### config.mk
export PLATFORM = sky130hd
export DESIGN_NAME = pport_ctrl
export DESIGN_NICKNAME = d
export VERILOG_FILES = /design/src/rtl/pport_pkg.sv /design/src/rtl/pport_bus_fsm.sv /design/src/rtl/pport_regs.sv /design/src/rtl/pport_nibble.sv /design/src/rtl/pport_ctrl.sv
export SDC_FILE = /design/constraint.sdc
export NUM_CORES = 1
export LEC_CHECK = 0
export ABC_AREA = 1
export CAP_MARGIN = 25
export CORE_UTILIZATION = 60
export CTS_CLUSTER_SIZE = 12
export DETAILED_ROUTE_END_ITERATION = 10
export DONT_BUFFER_PORTS = 1
export GPL_ROUTABILITY_DRIVEN = 0
export PLACE_DENSITY_LB_ADDON = 0.1
export SKIP_LAST_GASP = 1
export SLEW_MARGIN = 40
export SYNTH_ARGS = -nofsm -noshare
export SYNTH_HDL_FRONTEND = slang
export SYNTH_SLANG_ARGS = --single-unit
export TNS_END_PERCENT = 100
### constraint.sdc
create_clock -name clk -period 1.6 [get_ports clk]
set_input_delay 0.08 -clock clk [delete_from_list [all_inputs] [get_ports clk]]
set_output_delay 0.08 -clock clk [all_outputs]
set_load 0.02 [all_outputs]
### src/rtl/pport_pkg.sv
package pport_pkg;
    localparam int BYTE_W   = 8;
    localparam int NIB_W    = 4;
    localparam int NUM_NIB  = (3 * BYTE_W) / NIB_W;
    localparam int ADDR_W   = 2;
    localparam int IDX_W    = $clog2(BYTE_W);

    typedef enum logic [ADDR_W-1:0] {
        SEL_PA   = 2'd0,
        SEL_PB   = 2'd1,
        SEL_PC   = 2'd2,
        SEL_CTRL = 2'd3
    } reg_sel_e;

    typedef enum logic {
        BUS_IDLE = 1'b0,
        BUS_HOLD = 1'b1
    } bus_state_e;

    // Direction bit position in the configuration word for each nibble
    // nibbles 0,1 = port A; 2,3 = port B; 4 = port C low; 5 = port C high
    function automatic int nib_dir_bit(input int n);
        case (n)
            0, 1:    return 4;
            2, 3:    return 1;
            4:       return 0;
            default: return 3;
        endcase
    endfunction
endpackage

### src/rtl/pport_bus_fsm.sv
module pport_bus_fsm
    import pport_pkg::*;
(
    input  logic clk,
    input  logic rst,
    input  logic cs_n,
    input  logic rd_n,
    input  logic wr_n,
    output logic wr_commit,
    output logic rd_active
);
    bus_state_e state_q, state_d;
    logic wr_req;

    assign wr_req = !cs_n && !wr_n;

    always_ff @(posedge clk) begin
        if (rst) state_q <= BUS_IDLE;
        else     state_q <= state_d;
    end

    always_comb begin
        state_d   = state_q;
        wr_commit = 1'b0;
        unique case (state_q)
            BUS_IDLE: begin
                if (wr_req) begin
                    wr_commit = 1'b1;
                    state_d   = BUS_HOLD;
                end
            end
            BUS_HOLD: begin
                if (!wr_req) state_d = BUS_IDLE;
            end
        endcase
    end

    assign rd_active = !cs_n && !rd_n && wr_n;


    single_commit_chk: assert property (@(posedge clk) disable iff (rst)
        wr_commit |=> !wr_commit);
endmodule

### src/rtl/pport_regs.sv
module pport_regs
    import pport_pkg::*;
(
    input  logic              clk,
    input  logic              rst,
    input  logic              wr_commit,
    input  logic [ADDR_W-1:0] addr,
    input  logic [BYTE_W-1:0] wdata,
    output logic [BYTE_W-1:0] ctrl_q,
    output logic              cfg_q,
    output logic [BYTE_W-1:0] pa_q,
    output logic [BYTE_W-1:0] pb_q,
    output logic [BYTE_W-1:0] pc_q
);
    logic setup_wr, bsr_wr;
    logic [IDX_W-1:0] bsr_idx;

    assign setup_wr = wr_commit && (addr == SEL_CTRL) && wdata[BYTE_W-1];
    assign bsr_wr   = wr_commit && (addr == SEL_CTRL) && !wdata[BYTE_W-1];
    assign bsr_idx  = wdata[IDX_W:1];

    always_ff @(posedge clk) begin
        if (rst) begin
            ctrl_q <= '0;
            cfg_q  <= 1'b0;
            pa_q   <= '0;
            pb_q   <= '0;
            pc_q   <= '0;
        end else if (setup_wr) begin
            ctrl_q <= wdata;
            cfg_q  <= 1'b1;
            pa_q   <= '0;
            pb_q   <= '0;
            pc_q   <= '0;
        end else if (bsr_wr) begin
            pc_q[bsr_idx] <= wdata[0];
        end else if (wr_commit) begin
            unique case (reg_sel_e'(addr))
                SEL_PA:   pa_q <= wdata;
                SEL_PB:   pb_q <= wdata;
                SEL_PC:   pc_q <= wdata;
                SEL_CTRL: ;
            endcase
        end
    end


    setup_clear_chk: assert property (@(posedge clk) disable iff (rst)
        setup_wr |=> (pa_q == '0 && pb_q == '0 && pc_q == '0));

    bsr_ctrl_keep_chk: assert property (@(posedge clk) disable iff (rst)
        bsr_wr |=> $stable(ctrl_q));

    bsr_one_bit_chk: assert property (@(posedge clk) disable iff (rst)
        bsr_wr |=> ($countones(pc_q ^ $past(pc_q)) <= 1));
endmodule

### src/rtl/pport_nibble.sv
module pport_nibble #(
    parameter int W = 4
) (
    input  logic [W-1:0] latch,
    input  logic [W-1:0] pin,
    input  logic         is_out,
    output logic [W-1:0] drv,
    output logic [W-1:0] oe,
    output logic [W-1:0] rd
);
    assign drv = latch;
    assign oe  = {W{is_out}};
    assign rd  = is_out ? latch : pin;
endmodule

### src/rtl/pport_ctrl.sv
module pport_ctrl
    import pport_pkg::*;
(
    input  logic        clk,
    input  logic        rst,
    input  logic        cs_n,
    input  logic        rd_n,
    input  logic        wr_n,
    input  logic [1:0]  addr,
    input  logic [7:0]  wdata,
    output logic [7:0]  rdata,
    output logic        rdata_oe,
    input  logic [7:0]  pa_in,
    output logic [7:0]  pa_out,
    output logic [7:0]  pa_oe,
    input  logic [7:0]  pb_in,
    output logic [7:0]  pb_out,
    output logic [7:0]  pb_oe,
    input  logic [7:0]  pc_in,
    output logic [7:0]  pc_out,
    output logic [7:0]  pc_oe
);
    localparam int ALL_W = NUM_NIB * NIB_W;

    logic              wr_commit, rd_active, cfg_q;
    logic [BYTE_W-1:0] ctrl_q, pa_q, pb_q, pc_q;
    logic [ALL_W-1:0]  latch_all, pin_all, drv_all, oe_all, rd_all;
    logic [BYTE_W-1:0] rd_mux;

    pport_bus_fsm u_fsm (
        .clk(clk), .rst(rst), .cs_n(cs_n), .rd_n(rd_n), .wr_n(wr_n),
        .wr_commit(wr_commit), .rd_active(rd_active)
    );

    pport_regs u_regs (
        .clk(clk), .rst(rst), .wr_commit(wr_commit), .addr(addr), .wdata(wdata),
        .ctrl_q(ctrl_q), .cfg_q(cfg_q), .pa_q(pa_q), .pb_q(pb_q), .pc_q(pc_q)
    );

    assign latch_all = {pc_q, pb_q, pa_q};
    assign pin_all   = {pc_in, pb_in, pa_in};

    for (genvar n = 0; n < NUM_NIB; n++) begin : g_nib
        localparam int DB = nib_dir_bit(n);
        pport_nibble #(.W(NIB_W)) u_nib (
            .latch (latch_all[n*NIB_W +: NIB_W]),
            .pin   (pin_all[n*NIB_W +: NIB_W]),
            .is_out(cfg_q && !ctrl_q[DB]),
            .drv   (drv_all[n*NIB_W +: NIB_W]),
            .oe    (oe_all[n*NIB_W +: NIB_W]),
            .rd    (rd_all[n*NIB_W +: NIB_W])
        );
    end

    assign {pc_out, pb_out, pa_out} = drv_all;
    assign {pc_oe,  pb_oe,  pa_oe}  = oe_all;

    always_comb begin
        unique case (reg_sel_e'(addr))
            SEL_PA:   rd_mux = rd_all[0 +: BYTE_W];
            SEL_PB:   rd_mux = rd_all[BYTE_W +: BYTE_W];
            SEL_PC:   rd_mux = rd_all[2*BYTE_W +: BYTE_W];
            SEL_CTRL: rd_mux = ctrl_q;
        endcase
    end

    assign rdata_oe = rd_active;
    assign rdata    = rd_active ? rd_mux : '0;


    bus_release_chk: assert property (@(posedge clk) disable iff (rst)
        cs_n |-> !rdata_oe);

    unconfigured_input_chk: assert property (@(posedge clk) disable iff (rst)
        !cfg_q |-> (pa_oe == '0 && pb_oe == '0 && pc_oe == '0));

    write_wins_chk: assert property (@(posedge clk) disable iff (rst)
        wr_commit |-> !rdata_oe);
endmodule

==> summary.md, run 1 <==
| Metric | Value |
|---|---|
| Status | `finished clean` |
| Initial DRC count | `183` |
| Number of global-route vias before repair | `2,145` |
| Ys async rst share | `0%` |
| Slew margin rel. | `54.84%` |
| Root Driver | `clkbuf_8` |
| Critical path startpoint category | `register` |
| H-tree depth | `2` |
| Endpoints failing setup | `0` |
| LEAKAGE | `about 1.1 nW` |
| Area growth syn-to-layout | `8.558%` |
| Die area | `4203 sq um` |
| Comb pwr share | `18.1%` |
| Pwr dens | `739.4 nW/um^2` |
| Achievable frequency | `around 630 MHz` |
| Clock power share | `34.6%` |
| Layout Utilization | `just under 70%` |
| Placed Area | `2268 sq um` |
| Post-DRT Antenna Nets | `0` |
| Count of state elements after synthesis | `34` |
| CP required | `1.52 ns` |
| Clock Path Buffers | `2` |
| Endpoint class of the critical path | `output port` |
| Syn Nets | `410` |
| DP Wirelength | `4599 microns` |
| Routed WL per cell | `15.81 microns` |
| Remaining DRCs | `0` |
| R2R Path Start | `u_fsm.state_q` |
| NumNets Final | `around 410` |
| Design area | `2571 sq um` |
| M3 GR Usage | `10.04%` |
| Crit Path Max Fanout | `5` |
| Synth cell count leaders | `nand2_1 (124), inv_1 (40), dfxtp_1 (34)` |
| FILL cells | `368` |
| Top-area cell type share of the netlist area | `28.74%` |
| Internal power | `between 1 and 1.5 mW` |
| DR vias/cell | `5.700` |
| Hold WS | `0.03474 ns` |
| Kind of critical path | `reg2out` |
| Synth Cell Area | `around 2400 sq um` |
| Congestion Overflow GR | `0` |
| Post-Route Setup TNS | `0 ns` |
| Die X-Extent | `64.83 microns` |
| RR Endpoint | `u_regs.pc_q[4]` |
| Clk_lat worst skew | `between 0.2 and 0.3 ns` |
| Worst reg-to-reg path cell count | `8` |
| Primary FF master, synth | `dfxtp_1` |
| CTS Buf Count | `5` |
| Crit path capture | `rdata[5]` |
| Die H | `between 60 and 70 microns` |
| VDD IR max | `0.0004899 V` |
| Yosys warns | `0` |
| Avg Cell Area, Syn | `6.384 sq um` |
| Sequential Power Share | `a little under half` |
| CORE AREA | `3716 sq um` |
| Post-Synthesis Cells | `371` |
| Initial Utilization | `63.74%` |
| Final hold vios | `0` |
| Share of cells above drive strength 1 | `between 15 and 20%` |
| Port bufs | `0` |
| Worst-margin pin slew | `0.6752 ns` |
| Hold WC Path Type | `in2reg` |
| Final critical-path required period | `1.592 ns` |
| Post-synth EDFFs | `0` |
| Rows | `22` |
| GR peak layer | `met2` |
| Switch Pwr | `roughly 0.57 mW` |
| Seq/Total Area, Yosys | `28.74%` |
| RSZ-0062 raised after global routing | `yes` |
| Final Slew Violations | `0` |
| Clock Pin Slew Worst Setup and Hold Paths | `0.07 ns` |
| TritonRoute pass-1 iters | `4` |
| Critical Path Start | `u_regs.cfg_q` |
| Clock sinks | `34` |
| First-pass GRT wire length | `10,330 microns` |
| Sw frac | `30.15%` |
| Yosys cell types | `30` |
| DR vias | `2,394` |
| Cell taking the most area after synthesis | `dfxtp_1` |
| Dominant cells by area after synthesis | `dfxtp_1 (29%), nand2_1 (20%), buf_4 (7.9%)` |
| Routed wire length | `6640 microns` |
| Pin count of the biggest net entering global routing | `17` |
| M2 GR Usage | `47.92%` |
| GRT Total Usage | `between 30% and 40%` |
| Most common cell in the netlist | `nand2_1` |
| Reg-to-reg slack, setup | `0.23 ns` |
| Critical path arrival | `1.51 ns` |
| TritonCTS clock tree | `yes` |
| Initial antenna violation count | `1` |
| Max Cap Viol | `0` |
| Fin crit share | `99.51%` |
| Met1 usage | `43.60%` |
| I/O pin count | `96` |
| Setup Skew | `0.003186 ns` |
kinds of logic (layout without fill, tap and decap cells):
kind of cell,after synthesis,in the layout,share of synthesized area (%)
other,0,1,0
AO/OA/AOI/OAI,53,53,13.63
buffers and inverters,80,79,18.33
AND/OR/NAND/NOR,204,205,39.30
flip-flops,34,34,28.74
critical path, stage by stage (launching register included):
cell and delay [ns]:
dfxtp_4 0.40, inv_2 0.08, nor2_4 0.17, buf_4 0.15, nand2_1 0.05, a31oi_1 0.17
nand2_1 0.09, inv_2 0.10
state kept, by name (all words and copies together) (netlist names):
name,count
u_fsm.state_q,1
u_regs.cfg_q,1
u_regs.ctrl_q,8
u_regs.pa_q,8
u_regs.pb_q,8
u_regs.pc_q,8
power by group through the flow:
stage	Combinational, mW	Sequential [mW]	Clock (mW)
6_report	0.343	0.900	0.658
5_1_grt	0.373	0.902	0.699
4_1_cts	0.329	0.899	0.670
3_5_place_dp	0.283	0.919	0
3_3_place_gp	0.282	0.918	0
2_1_floorplan	0.253	0.922	0
final cells by class:
cell class	count	area, sq um	area share (%)
diodes	1	2.502	0.09732
multi-input cells	258	1323	51.44
inverters	44	173.9	6.764
well taps	48	60.06	2.336
flip-flops and latches	34	686.9	26.72
repair buffers	27	234.0	9.100
clock inverters	1	5.005	0.1946
clock buffers	7	86.33	3.358
routing by layer:
layer | up-vias | routed length (microns)
li1 | 1170 | -
met1 | 1045 | 2749
met2 | 155 | 2812
met3 | 24 | 765
met4 | 0 | 313
met5 | - | 0
timing repair:
action / CTS / global route
hold endpoints to repair: 34 / 0
hold buffers: 11 / 0
setup endpoints to repair: 8 / 16
pin swaps: 1 / 4
gates cloned: 2 / 0
buffers inserted: 2 / 0
gates resized for setup: 11 / 22
per-stage QoR:
| stage | setup slack (ns) | instances | power [mW] |
|---|---|---|---|
| floorplan | 0.2107 | 371 | 1.175 |
| global placement | 0.1928 | 396 | 1.200 |
| detailed placement | 0.1594 | 396 | 1.202 |
| CTS | 0.0001923 | 419 | 1.898 |
| global route | -0.04798 | 420 | 1.974 |
| finish | 0.007914 | 420 | 1.901 |
worst min-delay path by stage:
stage,startpoint,to,depth (start not counted)
floorplan,wr_n,u_fsm.state_q,1
global placement,rst,u_regs.ctrl_q[6],1
detailed placement,rst,u_regs.ctrl_q[6],1
CTS,wdata[1],u_regs.pc_q[1],4
global route,wdata[1],u_regs.pc_q[1],4
finish,wdata[1],u_regs.pc_q[1],4
placed cells by master, fill, tap and decap left out, types with 2 or more instances in the layout:
master         Yosys  final
inv_2              1      9
inv_1             40     31
a21oi_1           18     18
nand2_2            2      3
clkbuf_8           0      6
nor2_4             1      3
a31oi_2            0      2
nand2_1          124    121
clkinv_2           1      2
dfxtp_1           34     31
nand4_1           14     14
nand2_4            1      3
nor2_8             2      2
dfxtp_2            0      2
nor2_1            26     25
nand3_1           26     25
a211oi_2           2      2
dlygate4sd3_1      0     11
o211ai_1           7      7
a21oi_2            3      3
a31oi_1            7      4
o21ai_1            1      5
o21ai_0           13      9
buf_4             25     15
inv_4              2      3
a211oi_1           2      2
nor2_2             5      5
Note: power is estimated with default switching activity, not from simulation.
==> inputs of run 2 (changes only) <==
ABC_AREA = unset   (was 1)
CORE_UTILIZATION = 40   (was 60)
==> summary.md, run 2 <==
| Metric | Value |
|---|---|
| Switch Pwr | `about 0.56 mW` |
| FILL cells | `548` |
| Sequential Power Share | `39.7%` |
| Die area | `6136 sq um` |
| Area growth syn-to-layout | `20.88%` |
| Design area | `about 2800 sq um` |
| First-pass GRT wire length | `10,530 microns` |
| Slew margin rel. | `67.39%` |
| Port bufs | `0` |
| DP Wirelength | `just under 5000 microns` |
| TritonCTS clock tree | `yes` |
| Remaining DRCs | `0` |
| Post-Synthesis Cells | `270` |
| Post-synth EDFFs | `0` |
| Root Driver | `clkbuf_8` |
| Clock Path Buffers | `2` |
| VDD IR max | `0.0004102 V` |
| I/O pin count | `96` |
| Internal power | `1.686 mW` |
| LEAKAGE | `about 1.3 nW` |
| Max Cap Viol | `0` |
| Most frequent cells in the layout | `mux2i_1 (47), buf_4 (32), dfxtp_1 (28)` |
| Initial antenna violation count | `0` |
| Clk_lat worst skew | `0.29 ns` |
| Die X-Extent | `78.34 microns` |
| Most common cell in the netlist | `mux2i_1` |
| Seq/Total Area, Yosys | `approximately 29%` |
| Comb pwr share | `15.3%` |
| Post-DRT Antenna Nets | `0` |
| Yosys cell types | `43` |
| Achievable frequency | `around 630 MHz` |
| Number of global-route vias before repair | `1,882` |
| Most common cell after layout, fill and taps aside | `mux2i_1` |
| Initial Utilization | `41.82%` |
| Crit path largest cell delay | `0.40 ns` |
| Final Slew Violations | `0` |
| Ys async rst share | `0%` |
| Rows | `27` |
| Most used cell, CP | `mux2i_1` |
| TritonRoute pass-1 iters | `4` |
| Routed wire length | `6788 microns` |
| Critical path startpoint category | `register` |
| CORE AREA | `5574 sq um` |
| Fin crit share | `about 100%` |
| Congestion Overflow GR | `0` |
| Clock power share | `45.0%` |
| Synth cell count leaders | `mux2i_1 (49), dfxtp_1 (34), buf_4 (26)` |
| Endpoint class of the critical path | `output port` |
| Endpoints failing setup | `0` |
| Initial DRC count | `63` |
| Worst-path cell chain | `nand2b_4, buf_8, mux2i_1, mux2i_1, a22o_2` |
| Dpl cells | `332` |
| CP max-delay cell | `dfxtp_4` |
| Combined area of the multi-input logic cells | `~1400 sq um` |
| Setup WS pre-CTS | `0.01450 ns` |
| RSZ-0062 raised after global routing | `yes` |
| NumNets Final | `320` |
| Sw frac | `24.86%` |
| Worst-margin pin slew | `0.4881 ns` |
| Top-area cell type share of the netlist area | `29.20%` |
| Delay-heaviest family, CP | `flip-flops` |
| DR vias/cell | `5.500` |
| Placed Area | `2404 sq um` |
| Share of cells above drive strength 1 | `29.79%` |
| Total power | `roughly 2.2 mW` |
| Hold WC Path Type | `in2reg` |
| Layout Utilization | `~50%` |
| N_diodes | `0` |
| Dominant cells by area after synthesis | `dfxtp_1 (29%), mux2i_1 (21%), buf_4 (8.4%)` |
| Count of state elements after synthesis | `34` |
| Pin count of the biggest net entering global routing | `32` |
| Primary FF master, synth | `dfxtp_1` |
| Critical path arrival | `1.52 ns` |
| Cell taking the most area after synthesis | `dfxtp_1` |
| Status | `finished clean` |
| Setup Skew | `0.004113 ns` |
| GRT Total Usage | `22.77%` |
| Kind of critical path | `reg2out` |
| Final hold vios | `0` |
| Yosys warns | `0` |
| CP required | `1.52 ns` |
| Buffers plus inverters on the worst setup path | `1` |
| Syn Nets | `309` |
| Synth Cell Area | `2331 sq um` |
| Clock sinks | `34` |
| Non-filler cells, final | `354` |
| Crit Path Max Fanout | `7` |
| Routed WL per cell | `roughly 19 microns` |
| Pwr dens | `796.5 nW/um^2` |
| H-tree depth | `2` |
| Worst setup slack after layout | `0.001108 ns` |
| Avg Cell Area, Syn | `8.633 sq um` |
| Clock Pin Slew Worst Setup and Hold Paths | `0.07 ns` |
| Die H | `78.34 microns` |
| Final critical-path required period | `1.599 ns` |
| CTS Buf Count | `5` |
| Register area | `693.2 sq um` |
| DR vias | `1,947` |
==> run 2: changes by cell type after synthesis, sizes merged, moves of 4 or more <==
cell    previous run  this run
nand2b             0         6
mux2i              0        49
buf               30        37
nand2            127        20
o211ai             7         3
inv               43         7
a22o               0         6
nand3             27         9
nor2              34        22
and2               0         4
nand4             15         2
a31oi              7         1
==> run 2: cells by family (layout without fill, tap and decap cells) <==
family,count (synthesis),after routing,synth area share [%]
buf+inv,52,64,13.69
simple gates,79,79,18.04
flops,34,34,29.20
mux,50,50,21.52
compound gates,55,55,17.55
==> run 2: final timing paths <==
path	end	from	slack, ns	depth (start not counted)
hold / removal	u_regs.pc_q[1]	wdata[1]	0.01	2
setup / recovery	rdata[6]	u_regs.cfg_q	0.001	5
setup reg to reg	u_regs.pc_q[7]	u_fsm.state_q	0.02	5
hold reg to reg	u_regs.ctrl_q[2]	u_regs.ctrl_q[2]	0.46	2
==> run 2: layout make-up <==
cell class	instances	share of cell area [%]
Clock inverter	2	2.131
Sequential cell	34	24.60
Tap cell	72	3.197
Clock buffer	6	2.931
Timing Repair Buffer	49	15.41
Inverter	7	0.9325
Multi-Input combinational cell	184	50.80
==> run 2: worst reg2reg max path, cell delays in order, from the launching register on <==
cell      delay, ns
dfxtp_4        0.36
or4b_4         0.51
a21oi_4        0.24
buf_6          0.16
a21oi_1        0.06
a211oi_1       0.17
==> run 2: stage by stage <==
stage | hold WS, ns | setup TNS [ns]
2_1_floorplan | 0.1568 | 0
3_3_place_gp | 0.1526 | 0
3_5_place_dp | 0.1537 | 0
4_1_cts | 0.006421 | -0.05402
5_1_grt | 0.01921 | -0.4860
6_report | 0.01244 | 0
==> run 2: routing by layer <==
metal	part of all wire (%)	global-route usage, %
met5	0	0
met4	1.5	5.926
met3	7.5	5.581
met2	47	36.58
met1	44	30.33
==> run 2: power groups by stage <==
stage	sequential, mW	clock (mW)	combinational [mW]
after CTS	0.891	1.01	0.333
after detailed placement	0.911	0	0.281
after global placement	0.910	0	0.280
final	0.891	1.01	0.343
after floorplan	0.919	0	0.239
after global routing	0.894	1.04	0.369
==> run 2: timing repair <==
item	4_1_cts	5_1_grt
buffers inserted	0	5
gates cloned	0	0
hold endpoints to repair	29	0
pin swaps	4	7
setup endpoints to repair	18	35
hold buffers	11	0
gates resized for setup	30	13
